`src/rtl/mcs_pkg.sv`:
```
package mcs_pkg;
    localparam int OPW    = 6;
    localparam int FNW    = 6;
    localparam int NSTATE = 12;
    localparam int SW     = $clog2(NSTATE);

    typedef enum logic [SW-1:0] {
        S_FETCH = 4'd0,  S_DECODE = 4'd1, S_EXE_R = 4'd2,  S_EXE_I = 4'd3,
        S_ADDR  = 4'd4,  S_MRD    = 4'd5, S_MWR   = 4'd6,  S_WB_R  = 4'd7,
        S_WB_I  = 4'd8,  S_WB_LD  = 4'd9, S_BEQ   = 4'd10, S_JMP   = 4'd11
    } state_t;

    typedef enum logic [2:0] {
        C_R, C_ORI, C_LW, C_SW, C_BEQ, C_J, C_BAD
    } cls_t;

    localparam logic [OPW-1:0] OP_RTYPE = 6'h00;
    localparam logic [OPW-1:0] OP_ORI   = 6'h0D;
    localparam logic [OPW-1:0] OP_LW    = 6'h23;
    localparam logic [OPW-1:0] OP_SW    = 6'h2B;
    localparam logic [OPW-1:0] OP_BEQ   = 6'h04;
    localparam logic [OPW-1:0] OP_J     = 6'h02;

    localparam logic [FNW-1:0] FN_ADD = 6'h20;
    localparam logic [FNW-1:0] FN_SUB = 6'h22;
    localparam logic [FNW-1:0] FN_AND = 6'h24;
    localparam logic [FNW-1:0] FN_OR  = 6'h25;
    localparam logic [FNW-1:0] FN_SLT = 6'h2A;

    localparam logic [2:0] ALU_ADD = 3'd0;
    localparam logic [2:0] ALU_SUB = 3'd1;
    localparam logic [2:0] ALU_AND = 3'd2;
    localparam logic [2:0] ALU_OR  = 3'd3;
    localparam logic [2:0] ALU_SLT = 3'd4;

    localparam logic [2:0] BS_B     = 3'd0;
    localparam logic [2:0] BS_FOUR  = 3'd1;
    localparam logic [2:0] BS_SEXT  = 3'd2;
    localparam logic [2:0] BS_SEXT4 = 3'd3;
    localparam logic [2:0] BS_ZEXT  = 3'd4;

    localparam logic [1:0] PS_SEQ = 2'd0;
    localparam logic [1:0] PS_TGT = 2'd1;
    localparam logic [1:0] PS_JMP = 2'd2;

    typedef struct packed {
        logic       ir_wr;
        logic       pc_wr;
        logic [1:0] pc_src;
        logic       rf_wr;
        logic       rf_dst;
        logic       a_sel;
        logic [2:0] b_sel;
        logic [2:0] alu_op;
        logic       mem_rd;
        logic       mem_wr;
        logic       addr_sel;
        logic       mem_to_reg;
        logic       ab_wr;
        logic       tgt_wr;
        logic       illegal;
    } ctl_t;
endpackage

```
`src/rtl/mcs_classify.sv`:
```
module mcs_classify
    import mcs_pkg::*;
#(
    parameter int OW = OPW,
    parameter int FW = FNW
) (
    input  logic [OW-1:0] opcode,
    input  logic [FW-1:0] funct,
    output cls_t          cls,
    output logic [2:0]    rop
);
    always_comb begin
        rop = ALU_ADD;
        cls = C_BAD;
        unique case (opcode)
            OP_RTYPE: begin
                cls = C_R;
                unique case (funct)
                    FN_ADD:  rop = ALU_ADD;
                    FN_SUB:  rop = ALU_SUB;
                    FN_AND:  rop = ALU_AND;
                    FN_OR:   rop = ALU_OR;
                    FN_SLT:  rop = ALU_SLT;
                    default: cls = C_BAD;
                endcase
            end
            OP_ORI:  cls = C_ORI;
            OP_LW:   cls = C_LW;
            OP_SW:   cls = C_SW;
            OP_BEQ:  cls = C_BEQ;
            OP_J:    cls = C_J;
            default: cls = C_BAD;
        endcase
    end
endmodule

```
`src/rtl/mcs_outs.sv`:
```
module mcs_outs
    import mcs_pkg::*;
(
    input  logic       rst,
    input  state_t     state,
    input  cls_t       cls,
    input  logic [2:0] rop,
    input  logic       alu_zero,
    output ctl_t       ctl
);
    always_comb begin
        ctl = '0;
        unique case (state)
            S_FETCH: begin
                ctl.mem_rd = 1'b1;
                ctl.ir_wr  = 1'b1;
                ctl.pc_wr  = 1'b1;
                ctl.b_sel  = BS_FOUR;
            end
            S_DECODE: begin
                ctl.ab_wr   = 1'b1;
                ctl.tgt_wr  = 1'b1;
                ctl.b_sel   = BS_SEXT4;
                ctl.illegal = (cls == C_BAD);
            end
            S_EXE_R: begin
                ctl.a_sel  = 1'b1;
                ctl.alu_op = rop;
            end
            S_EXE_I: begin
                ctl.a_sel  = 1'b1;
                ctl.b_sel  = BS_ZEXT;
                ctl.alu_op = ALU_OR;
            end
            S_ADDR: begin
                ctl.a_sel = 1'b1;
                ctl.b_sel = BS_SEXT;
            end
            S_MRD: begin
                ctl.mem_rd   = 1'b1;
                ctl.addr_sel = 1'b1;
            end
            S_MWR: begin
                ctl.mem_wr   = 1'b1;
                ctl.addr_sel = 1'b1;
            end
            S_WB_R: begin
                ctl.rf_wr  = 1'b1;
                ctl.rf_dst = 1'b1;
            end
            S_WB_I: ctl.rf_wr = 1'b1;
            S_WB_LD: begin
                ctl.rf_wr      = 1'b1;
                ctl.mem_to_reg = 1'b1;
            end
            S_BEQ: begin
                ctl.a_sel  = 1'b1;
                ctl.alu_op = ALU_SUB;
                ctl.pc_src = PS_TGT;
                ctl.pc_wr  = alu_zero;
            end
            S_JMP: begin
                ctl.pc_wr  = 1'b1;
                ctl.pc_src = PS_JMP;
            end
            default: ;
        endcase
        if (rst) begin
            ctl.ir_wr   = 1'b0;
            ctl.pc_wr   = 1'b0;
            ctl.rf_wr   = 1'b0;
            ctl.mem_rd  = 1'b0;
            ctl.mem_wr  = 1'b0;
            ctl.ab_wr   = 1'b0;
            ctl.tgt_wr  = 1'b0;
            ctl.illegal = 1'b0;
        end
    end
endmodule

```
`src/rtl/mcs_retire_cnt.sv`:
```
module mcs_retire_cnt #(
    parameter int CW = 4
) (
    input  logic          clk,
    input  logic          rst,
    input  logic          to_fetch,
    output logic [CW-1:0] cpi
);
    logic [CW-1:0] cnt;

    always_ff @(posedge clk) begin
        if (rst) begin
            cnt <= CW'(1);
            cpi <= '0;
        end else if (to_fetch) begin
            cpi <= cnt;
            cnt <= CW'(1);
        end else begin
            cnt <= cnt + CW'(1);
        end
    end
endmodule

```
`src/rtl/mcs_ctl_seq.sv`:
```
module mcs_ctl_seq
    import mcs_pkg::*;
#(
    parameter int CNTW = 4
) (
    input  logic              clk,
    input  logic              rst,
    input  logic [OPW-1:0]    opcode,
    input  logic [FNW-1:0]    funct,
    input  logic              alu_zero,
    output logic              ir_wr,
    output logic              pc_wr,
    output logic [1:0]        pc_src,
    output logic              rf_wr,
    output logic              rf_dst,
    output logic              alu_a_sel,
    output logic [2:0]        alu_b_sel,
    output logic [2:0]        alu_op,
    output logic              mem_rd,
    output logic              mem_wr,
    output logic              mem_addr_sel,
    output logic              mem_to_reg,
    output logic              ab_wr,
    output logic              tgt_wr,
    output logic              illegal,
    output logic [NSTATE-1:0] state_oh,
    output logic [CNTW-1:0]   cpi_last
);
    state_t     state, nxt;
    cls_t       cls;
    logic [2:0] rop;
    ctl_t       ctl;

    mcs_classify #(.OW(OPW), .FW(FNW)) u_cls (
        .opcode(opcode), .funct(funct), .cls(cls), .rop(rop)
    );

    always_ff @(posedge clk) begin
        if (rst) state <= S_FETCH;
        else     state <= nxt;
    end

    always_comb begin
        nxt = S_FETCH;
        unique case (state)
            S_FETCH:  nxt = S_DECODE;
            S_DECODE: begin
                unique case (cls)
                    C_R:     nxt = S_EXE_R;
                    C_ORI:   nxt = S_EXE_I;
                    C_LW:    nxt = S_ADDR;
                    C_SW:    nxt = S_ADDR;
                    C_BEQ:   nxt = S_BEQ;
                    C_J:     nxt = S_JMP;
                    default: nxt = S_FETCH;
                endcase
            end
            S_EXE_R:  nxt = S_WB_R;
            S_EXE_I:  nxt = S_WB_I;
            S_ADDR:   nxt = (cls == C_LW) ? S_MRD : S_MWR;
            S_MRD:    nxt = S_WB_LD;
            default:  nxt = S_FETCH;
        endcase
    end

    mcs_outs u_outs (
        .rst(rst), .state(state), .cls(cls), .rop(rop),
        .alu_zero(alu_zero), .ctl(ctl)
    );

    mcs_retire_cnt #(.CW(CNTW)) u_cnt (
        .clk(clk), .rst(rst), .to_fetch(nxt == S_FETCH), .cpi(cpi_last)
    );

    for (genvar g = 0; g < NSTATE; g++) begin : g_oh
        assign state_oh[g] = (SW'(state) == SW'(g));
    end

    assign ir_wr        = ctl.ir_wr;
    assign pc_wr        = ctl.pc_wr;
    assign pc_src       = ctl.pc_src;
    assign rf_wr        = ctl.rf_wr;
    assign rf_dst       = ctl.rf_dst;
    assign alu_a_sel    = ctl.a_sel;
    assign alu_b_sel    = ctl.b_sel;
    assign alu_op       = ctl.alu_op;
    assign mem_rd       = ctl.mem_rd;
    assign mem_wr       = ctl.mem_wr;
    assign mem_addr_sel = ctl.addr_sel;
    assign mem_to_reg   = ctl.mem_to_reg;
    assign ab_wr        = ctl.ab_wr;
    assign tgt_wr       = ctl.tgt_wr;
    assign illegal      = ctl.illegal;
endmodule

```
`config.mk`:
```
export PLATFORM = sky130hd
export DESIGN_NAME = mcs_ctl_seq
export DESIGN_NICKNAME = d
export VERILOG_FILES = /design/src/rtl/mcs_pkg.sv /design/src/rtl/mcs_classify.sv /design/src/rtl/mcs_outs.sv /design/src/rtl/mcs_retire_cnt.sv /design/src/rtl/mcs_ctl_seq.sv
export SDC_FILE = /design/constraint.sdc
export NUM_CORES = 1
export LEC_CHECK = 0
export BUFFER_PORTS_ARGS = -buffer_cell sky130_fd_sc_hd__buf_2
export CAP_MARGIN = 20
export CORE_MARGIN = 1.5
export CORE_UTILIZATION = 49
export CTS_BUF_LIST = sky130_fd_sc_hd__clkbuf_16
export CTS_CLUSTER_DIAMETER = 30
export DETAILED_ROUTE_END_ITERATION = 12
export PLACE_DENSITY_LB_ADDON = 0.1
export SLEW_MARGIN = 0
export SYNTH_ARGS = -nofsm -noshare
export SYNTH_HDL_FRONTEND = slang
export SYNTH_SLANG_ARGS = --single-unit
```
`constraint.sdc`:
```
create_clock -name clk -period 3.52 [get_ports clk]
set_input_delay 0.176 -clock clk [delete_from_list [all_inputs] [get_ports clk]]
set_output_delay 0.176 -clock clk [all_outputs]
set_load 0.05 [all_outputs]
```
### Word-level counts from Yosys, hierarchy flattened

Cells that the tools add are included.

* bits in registers: 12
* output and inout bits: 36
* logic and storage cells: 67

* $add $sub $neg: 1
* eq/ne operators: 27
* muxes and demuxes: 24
* reductions and logical operators: 12

Operators by type and width (number)
* 6-bit equality test, second input constant: 7
* 3-bit one-hot mux with 4 select lines: 2
* 4-bit one-hot mux with 6 select lines: 1
* 4-bit one-hot mux with 5 select lines: 1
* 3-bit one-hot mux with 6 select lines: 1
* 4-bit by 3-bit equality test with 1-bit output, second input constant: 4
* 4-bit equality test, second input constant: 4
* 3-bit 2-to-1 mux: 4
* 2-bit OR reduction: 5
* 3-bit equality test, second input constant: 3
* 1-bit 2-to-1 mux: 9
* 3-bit one-hot mux with 3 select lines: 1
* 4-bit by 2-bit equality test with 1-bit output, second input constant: 2
* 4-bit logical NOT: 2
* 3-bit by 2-bit equality test with 1-bit output, second input constant: 2
* 6-bit by 2-bit equality test with 1-bit output, second input constant: 1
* 6-bit by 3-bit equality test with 1-bit output, second input constant: 1
* 6-bit by 4-bit equality test with 1-bit output, second input constant: 1
* 6-bit logical NOT: 1
* 2-bit 2-to-1 mux: 3
* 5-bit OR reduction: 1
* 4-bit by 1-bit adder with 4-bit output, second input constant: 1
* 4-bit by 1-bit equality test with 1-bit output, second input constant: 1
* 2-bit one-hot mux with 2 select lines: 1
* 5 further kinds: 5

### Logic depth before layout (Yosys ltp)

Gate-level depths: netlist (run 1).

* depth in word-level cells: 10
* mapped depth: 7

### Cells and area by module

From an unflattened synthesis (run 1), not the netlist that was laid out.

* cells, all modules: 147
* area, all modules: 1181.1 sq um

By module, submodules not included
* mcs_ctl_seq: instances 1, cells each 46, area an instance 341.6 sq um, sequential area each 80.1 sq um
* mcs_retire_cnt: instances 1, cells each 28, area an instance 319.1 sq um, sequential area each 160.2 sq um
* mcs_outs: instances 1, cells each 42, area an instance 281.5 sq um, sequential area each 0.0 sq um
* mcs_classify: instances 1, cells each 31, area an instance 239.0 sq um, sequential area each 0.0 sq um

### Worst setup path after synthesis (run 1)

Ideal clock, no wire load.

* path kind: reg2out
* start: reg state[2]
* end: out alu_op[2]
* arrival: 3624 ps
* data required time: 3344 ps
* slack: -280 ps
* stages on the path, launching flop included: 5
* path through: dfxtp_1 > buf_1 > nor3_1 > nand4_1 > nor4_1

* word-level cells in the longest chain between the ends: 2
* elaborated cells on any way between the ends: 4
* those cells by class: eq/ne (3); mux (1)

RTL lines
* start, declared: line mcs_ctl_seq.sv:29 `state_t state, nxt;`
* start signal, assigned: line mcs_ctl_seq.sv:40 `else state <= nxt;`
* 4-bit by 2-bit equality test with 1-bit output
* net state_oh[2]: line mcs_ctl_seq.sv:26 `output logic [NSTATE-1:0] state_oh,`
* 3-bit one-hot mux with 3 select lines: line mcs_outs.sv:13 `unique case (state)`
* end, declared: line mcs_ctl_seq.sv:18 `output logic [2:0] alu_op,`

The timed path passes the listed nets, and every way through them passes these cells.

### Worst setup path after layout (run 1)

* start: reg state[1]
* end: out alu_op[1]

* word-level cells in the longest chain between the ends: 2
* elaborated cells on any way between the ends: 4
* those cells by class: eq/ne (3); mux (1)

RTL lines (line)
* 4-bit equality test or 4-bit by 2-bit equality test with 1-bit output (tied branches): mcs_outs.sv:13
* 3-bit one-hot mux with 3 select lines (*): mcs_outs.sv:13

Mark *: on every way between the ends. The rest lies on a longest branch, timed or not.

==> reports/qor_table.md, run 1 <==
| Result | This run |
| --- | --- |
| Flops & latches, synth | 12 |
| Final Critical Period | 2440 ps |
| Initial DRC Count | 23 |
| Largest net degree at the start of global routing | 24 |
| Number of nets in the finished design | 194 |
| Library cell occupying the most area in the post-synthesis netlist | sky130_fd_sc_hd__dfxtp_1 |
| Total CTS buffers | 3 |
| Class of the tightest hold or removal check | primary input to flop |
| Share of the clock period used by the worst path | 0.694 |
| Num rows | 16 |
| Setup crit end kind | output port |
| Core region area | 0.00196 sq mm |
| Count of buffers from port buffering | 50 |
| M1 GR Usage | 0.291 |
| CTS root buffer | sky130_fd_sc_hd__clkbuf_16 |
| Register area share after synthesis | 0.236 |
| Clock insertion delay at the later pin of the skew report | 240 ps |
| Synthesized instance count | 137 |
| Slowest cell delay on critical path | 610 ps |
| Area growth from synthesis to final layout | 27.4% |
| Area of placed instances | 0.00122 sq mm |
| Maximum achievable frequency | 0.409 GHz |
| Starting density of the core | 0.518 |
| Reg2reg path depth | 5 |
| Final total negative setup slack | 0 ps |
| Primary FF master, synth | sky130_fd_sc_hd__dfxtp_1 |
| Final Hold Violating Endpoints | 0 |
| Routed wire per std cell | 12.2 microns |
| Count of instances resized after the clock tree is built | 0 |
| Critical Path, Cell by Cell | nand2b_1, nor3_1, nand4_1, nor2_1, a31o_2, buf_2 |
| Full die area | 0.00236 sq mm |
| Clock Pin Slew Worst Setup and Hold Paths | 40 ps |
| Setup Crit Path Kind | flop to output port |
| Total number of vias | 1102 |
| Post-Route Skew | 1.62 ps |
| Max-slew headroom | 0.688 |
| Height of the die | 48.6 microns |
| Arrival @ worst endpoint | 2270 ps |
| Grt ovf | 0 |
| Post-DP HPWL | 1790 microns |
| Main area contributors after synthesis | sky130_fd_sc_hd__dfxtp_1 (24%), sky130_fd_sc_hd__nor2_1 (7.4%), sky130_fd_sc_hd__nand2b_1 (6.8%), sky130_fd_sc_hd__nor3_1 (4.9%), sky130_fd_sc_hd__mux2i_1 (3.9%) |
| Tot Pwr | 0.000537 W |
| Postcts setup bufs | 0 |
| Share of post-route cells with drive strength above 1 | 0.347 |
| Power density relative to cell area | 415 mW/mm^2 |
| Leakage | 0.648 nW |
| Buffer depth of the longest clock path | 2 |
| Startpoint types | flop |
| Number of pins with negative max-slew slack in the final report | 0 |
| Required time of the worst setup path | 3340 ps |
| Clk sink count | 12 |
| Post-synth top area share | 0.236 |
| Unrepaired setup endpoints after global routing | false |
| Detailed-router iteration count before antenna repair | 4 |
| Ratio of routed vias to standard cells | 5.43 |
| Post-synthesis instance area | 0.00102 sq mm |
| Worst VDD drop | 0.000276 V |
| Warnings from Yosys | 0 |
| Most Used Layer, Global Route | met2 |
| Finished Cell Area | 0.00130 sq mm |
| Total GRT Usage | 0.220 |
| Met2 global-route usage | 0.356 |
| I/O Pins | 51 |
| Endpoint of the worst register-to-register path | u_cnt.cpi[3] |
| Worst Hold Margin | 321 ps |
| Async set or reset register ratio after synthesis | 0 |
| Clock tree from TritonCTS | built |
| Aggregate routed wire length | 2480 microns |
| # DRC | 0 |
| Critical path's slowest cell | sky130_fd_sc_hd__dfxtp_1 |
| End point of the worst hold path | state[3] |
| Startpoint of the worst hold path | rst |
| Mean cell area of the mapped netlist | 7.43 sq um |
| Slew @ Worst Pin | 456 ps |
| H-tree level count | 1 |
| Worst hold stages | 2 |
| First-pass GRT wire length | 4210 microns |
| Worst-path fanout max | 15 |
| Weighted congestion at the end of routability-driven global placement | 0.798 |
| Count of unique library cells instantiated by Yosys | 43 |
| Vias in the first global route | 908 |
| Number of antenna violations at the first check in global routing | 0 |
| CTS hold repair buffers | 0 |
| # Max-Cap Violations | 0 |
| Number of failing setup endpoints in the final timing report | 0 |
| Worst reg-to-reg setup slack | 1420 ps |
| ANT cells | 0 |
| Status | finished clean |
| Synthesized Nets | 153 |
| Number of flops mapped to enable cells by yosys | 0 |
| GR Layer Usage met3 | 0.0494 |
| Die boundary width | 48.6 microns |
| Source of the worst register-to-register timing path | state[0] |
| DRT antenna net count | 0 |
synth_stat cells, types with 2 or more instances:
| cell type | number |
|---|---|
| sky130_fd_sc_hd__inv_1 | 4 |
| sky130_fd_sc_hd__nor3_1 | 10 |
| sky130_fd_sc_hd__nand2b_1 | 11 |
| sky130_fd_sc_hd__nand3_1 | 3 |
| sky130_fd_sc_hd__mux2i_1 | 4 |
| sky130_fd_sc_hd__a21oi_1 | 6 |
| sky130_fd_sc_hd__nor4_1 | 4 |
| sky130_fd_sc_hd__nand4_1 | 2 |
| sky130_fd_sc_hd__a211oi_1 | 2 |
| sky130_fd_sc_hd__nand2_1 | 7 |
| sky130_fd_sc_hd__o21ai_0 | 2 |
| sky130_fd_sc_hd__buf_4 | 5 |
| sky130_fd_sc_hd__or3_1 | 3 |
| sky130_fd_sc_hd__buf_6 | 2 |
| sky130_fd_sc_hd__and3b_1 | 3 |
| sky130_fd_sc_hd__buf_1 | 2 |
| sky130_fd_sc_hd__xor2_1 | 4 |
| sky130_fd_sc_hd__clkbuf_1 | 5 |
| sky130_fd_sc_hd__dfxtp_1 | 12 |
| sky130_fd_sc_hd__nor2b_1 | 4 |
| sky130_fd_sc_hd__nor2_1 | 20 |
worst max path at each step:
stage | slack, ps | depth (start not counted) | startpoint | endpoint
after global placement | 1390 | 5 | state[1] | alu_op[0]
after CTS | 1070 | 6 | state[1] | alu_op[1]
after global routing | 820 | 5 | state[1] | alu_op[0]
after floorplan | -50 | 4 | state[2] | alu_op[0]
final | 1080 | 6 | state[1] | alu_op[1]
after detailed placement | 1330 | 6 | state[1] | alu_op[1]
report_power, final:
group | internal [W] | total (W) | switching, W
logic | 0.0000523 | 0.000173 | 0.000120
clock network | 0.000148 | 0.000202 | 0.0000546
registers | 0.000147 | 0.000163 | 0.0000151
placed cells by master, fill, tap and decap left out, types with 2 or more instances in the layout:
master                      synthesis  routed
sky130_fd_sc_hd__or3_1              3       3
sky130_fd_sc_hd__dfxtp_1           12      12
sky130_fd_sc_hd__inv_1              4       4
sky130_fd_sc_hd__buf_2              0      50
sky130_fd_sc_hd__nor4_1             4       3
sky130_fd_sc_hd__a21oi_1            6       6
sky130_fd_sc_hd__a211oi_1           2       2
sky130_fd_sc_hd__nor2b_1            4       4
sky130_fd_sc_hd__and3b_1            3       3
sky130_fd_sc_hd__nand3_1            3       3
sky130_fd_sc_hd__xor2_1             4       4
sky130_fd_sc_hd__nand2b_1          11      11
sky130_fd_sc_hd__nor2_1            20      20
sky130_fd_sc_hd__o21ai_0            2       2
sky130_fd_sc_hd__clkbuf_16          0       3
sky130_fd_sc_hd__nor3_1            10      10
sky130_fd_sc_hd__nand2_1            7       7
sky130_fd_sc_hd__mux2i_1            4       4
sky130_fd_sc_hd__nand4_1            2       2
worst max-delay path, delay by kind of cell (launching register included):
family / cells / cell delay [ps]
AND/OR/NAND/NOR: 4 / 1000
flip-flops: 1 / 610
buffers and inverters: 1 / 250
AO/OA/AOI/OAI: 1 / 160
layer usage:
layer  up-vias  share of wire  wire (microns)
li1        561              -               -
met2        42           0.45            1120
met1       495           0.47            1170
met5         -              0               0
met4         0          0.015              36
met3         4          0.058             144
cell type report:
class / count / area, sq um
flip-flops and latches: 12 / 240
repair buffers: 50 / 250
inverters: 4 / 15.0
clock buffers: 3 / 75.1
well taps: 27 / 33.8
fillers: 191 / 666
multi-input cells: 107 / 682
state kept, by name, summed over array words and instances, names as in the netlist:
name / cells
u_cnt.cnt: 4
u_cnt.cpi: 4
state: 4
metrics by stage:
stage	utilization	cells	worst slack, ps
after global placement	0.622	200	1390
after detailed placement	0.622	200	1330
after global routing	0.661	203	818
final	0.661	203	1080
after CTS	0.661	203	1070
after floorplan	-	137	-45.8
logic make-up (layout without fill, tap and decap cells):
logic type                 Yosys count  after routing  share of synthesized area
DFF                                 12             12                      0.236
muxes                                5              5                     0.0504
adders and majority gates            1              1                     0.0123
and+or+nand+nor                     75             75                      0.410
AOI/OAI and AO/OA                   21             21                      0.149
buffers and inverters               18             57                     0.0996
xor gates and xnor gates             5              5                     0.0430
Power figures use the tool's default switching activity.
==> inputs of run 2 (changes only) <==
Settings changed: CORE_UTILIZATION 49 to 41.
Clock period 3.52 ns to 2.2 ns, I/O delays scaled along.
==> run 2 against run 1 <==
  * Global-route usage down 1.7 points
  * Largest power group unchanged
  * Via count up 3.1%
  * Final cell count up 2.0%
  * Hold slack worse by 52 ps
==> reports/qor_table.md, run 2 (synthesis results as in run 1) <==
| Result | This run | Delta |
| --- | --- | --- |
| Status | finished clean | unchanged |
| Leakage | 0.679 nW | was 0.648 nW |
| Arrival @ worst endpoint | 1960 ps | was 2270 ps |
| Required time of the worst setup path | 2090 ps | was 3340 ps |
| Share of the clock period used by the worst path | 0.940 |  |
| Biggest registers after layout | state (4), u_cnt.cnt (4), u_cnt.cpi (4) | unchanged |
| Share of total power in combinational logic | 0.341 | was 0.321 |
| Net switching power figure | 0.000306 W | was 0.000190 W |
| Clock Pin Slew Worst Setup and Hold Paths | 40 ps | about the same |
| Weighted congestion at the end of routability-driven global placement | 0.867 | was 0.798 |
| Postcts setup bufs | 0 | unchanged |
| Largest net degree at the start of global routing | 24 | unchanged |
| Starting density of the core | 0.447 | was 0.518 |
| Total GRT Usage | 0.204 | was 0.220 |
| Detailed-router iteration count before antenna repair | 4 | unchanged |
| Max-slew headroom | 0.672 | was 0.688 |
| Total CTS buffers | 3 | unchanged |
| Ratio of routed vias to standard cells | 5.49 | was 5.43 |
| Height of the die | 52.8 microns | was 48.6 microns |
| Unrepaired setup endpoints after global routing | false | unchanged |
| Clock insertion delay at the later pin of the skew report | 230 ps | was 240 ps |
| I/O Pins | 51 | unchanged |
| CTS hold repair buffers | 0 | unchanged |
| Num rows | 17 | was 16 |
| Final Critical Period | 2070 ps |  |
| Full die area | 0.00279 sq mm | was 0.00236 sq mm |
| Clock tree from TritonCTS | built | unchanged |
| Area of placed instances | 0.00129 sq mm | was 0.00122 sq mm |
| Class of the tightest hold or removal check | primary input to flop | unchanged |
| Core region area | 0.00228 sq mm | was 0.00196 sq mm |
| DRT antenna net count | 0 | unchanged |
| Worst-path fanout max | 6 | was 15 |
| Count of buffers from port buffering | 50 | unchanged |
| Grt ovf | 0 | unchanged |
| Top delay family on crit path | simple AND/OR/NAND/NOR gates | unchanged |
| Post-DP HPWL | 2010 microns | was 1790 microns |
| Internal Pwr Total | 0.000562 W | was 0.000347 W |
| Final std cells w/o fill | 207 | was 203 |
| Proportion of total power due to net switching | 0.353 | was 0.354 |
| Number of pins with negative max-slew slack in the final report | 0 | unchanged |
| First-pass GRT wire length | 4250 microns | was 4210 microns |
| Routed wire per std cell | 12.6 microns | was 12.2 microns |
| Maximum achievable frequency | 0.483 GHz |  |
| Post-Route Skew | 0.521 ps | was 1.62 ps |
| # DRC | 0 | unchanged |
| Vias in the first global route | 960 | was 908 |
| Initial DRC Count | 22 | was 23 |
| Final Hold Violating Endpoints | 0 | unchanged |
| Setup crit end kind | output port | unchanged |
| Aggregate routed wire length | 2620 microns | was 2480 microns |
| ANT cells | 0 | unchanged |
| CTS root buffer | sky130_fd_sc_hd__clkbuf_16 | unchanged |
| Number of antenna violations at the first check in global routing | 0 | unchanged |
| Commonest non-fill, non-tap cell in the layout | sky130_fd_sc_hd__buf_2 | unchanged |
| Buf+Inv Stages, Crit Path | 1 | unchanged |
| Number of failing setup endpoints in the final timing report | 0 | unchanged |
| Slowest cell delay on critical path | 350 ps | was 610 ps |
| Setup Crit Path Kind | flop to output port | unchanged |
| Proportion of power drawn by flip-flops and latches | 0.293 | was 0.302 |
| Count of instances resized after the clock tree is built | 0 | unchanged |
| # Max-Cap Violations | 0 | unchanged |
| Worst VDD drop | 0.000979 V | was 0.000276 V |
| Critical path's slowest cell | sky130_fd_sc_hd__dfxtp_1 | unchanged |
| Buffer depth of the longest clock path | 2 | unchanged |
| Commonest non-fill, non-tap cells in the layout | sky130_fd_sc_hd__buf_2 (50), sky130_fd_sc_hd__nor2_1 (18), sky130_fd_sc_hd__dfxtp_1 (12) | was sky130_fd_sc_hd__buf_2 (50), sky130_fd_sc_hd__nor2_1 (20), sky130_fd_sc_hd__dfxtp_1 (12) |
| Critical Path, Cell by Cell | nand2b_1, nor3_2, nand4_1, nor2_1, a31o_2, buf_2 | was nand2b_1, nor3_1, nand4_1, nor2_1, a31o_2, buf_2 |
| Placed Cells incl. Taps | 204 | was 200 |
| Number of nets in the finished design | 197 | was 194 |
| Die boundary width | 52.8 microns | was 48.6 microns |
| Share of post-route cells with drive strength above 1 | 0.397 | was 0.347 |
| Finished Cell Area | 0.00137 sq mm | was 0.00130 sq mm |
| Area growth from synthesis to final layout | 34.7% | was 27.4% |
| Power density relative to cell area | 634 mW/mm^2 | was 415 mW/mm^2 |
| Power share of the clock group | 0.366 | was 0.376 |
| Startpoint types | flop | unchanged |
| Slew @ Worst Pin | 491 ps | was 456 ps |
| Clk sink count | 12 | unchanged |
| Layout Utilization | 0.602 | was 0.661 |
| Total number of vias | 1136 | was 1102 |
| H-tree level count | 1 | unchanged |
==> run 2: cell types whose count changed in the layout (fill, tap and decap cells not counted), moves of 2 or more <==
| cell | change |
|---|---|
| sky130_fd_sc_hd__nor3_2 | +2 |
| sky130_fd_sc_hd__nor2_2 | +2 |
| sky130_fd_sc_hd__buf_4 | +3 |
| sky130_fd_sc_hd__nor3_1 | -2 |
| sky130_fd_sc_hd__nor2_1 | -2 |
| sky130_fd_sc_hd__nor4_1 | -2 |
==> run 2: metal layers <==
layer,vias to the layer above,share of wire,GRT usage
li1,574,-,-
met1,515,0.46,0.256
met2,45,0.47,0.350
met3,2,0.071,0.0600
met4,0,0.0057,0.0256
met5,-,0,0
==> run 2: metrics by stage <==
step / setup WS [ps] / hold WS (ps) / total power, W / TNS, ps
floorplan: -316 / 287 / 0.000489 / -1200
detailed placement: 343 / 439 / 0.000553 / 0
global placement: 402 / 435 / 0.000547 / 0
CTS: 132 / 268 / 0.000874 / 0
finish: 131 / 269 / 0.000868 / 0
global route: 15.4 / 301 / 0.000909 / 0
==> run 2: worst paths after layout <==
kind | start | endpoint | slack (ps) | depth (start not counted)
min reg2reg | u_cnt.cnt[0] | u_cnt.cnt[0] | 450 | 1
max reg2reg | state[1] | u_cnt.cpi[2] | 320 | 5
max | state[0] | alu_op[1] | 130 | 6
min | rst | state[3] | 270 | 2
==> run 2: layout make-up <==
class                           instances  area [sq um]
Timing Repair Buffer                   53           273
Multi-Input combinational cell        107           732
Sequential cell                        12           240
Clock buffer                            3          75.1
Fill cell                             218           906
Tap cell                               28          35.0
Inverter                                4          15.0
==> run 2: worst reg2reg max path: cells and delay by family, from the launching register on <==
family / cells / cell delay, ps
AND/OR/NAND/NOR: 3 / 880
multiplexers: 1 / 230
AO/OA/AOI/OAI: 1 / 340
flip-flops: 1 / 350
==> run 2: power groups by stage <==
stage,clock [W],sequential (W),combinational [W]
2_1_floorplan,0,0.000270,0.000219
4_1_cts,0.000322,0.000254,0.000297
5_1_grt,0.000333,0.000257,0.000319
3_5_place_dp,0,0.000258,0.000295
3_3_place_gp,0,0.000257,0.000291
6_report,0.000317,0.000254,0.000296
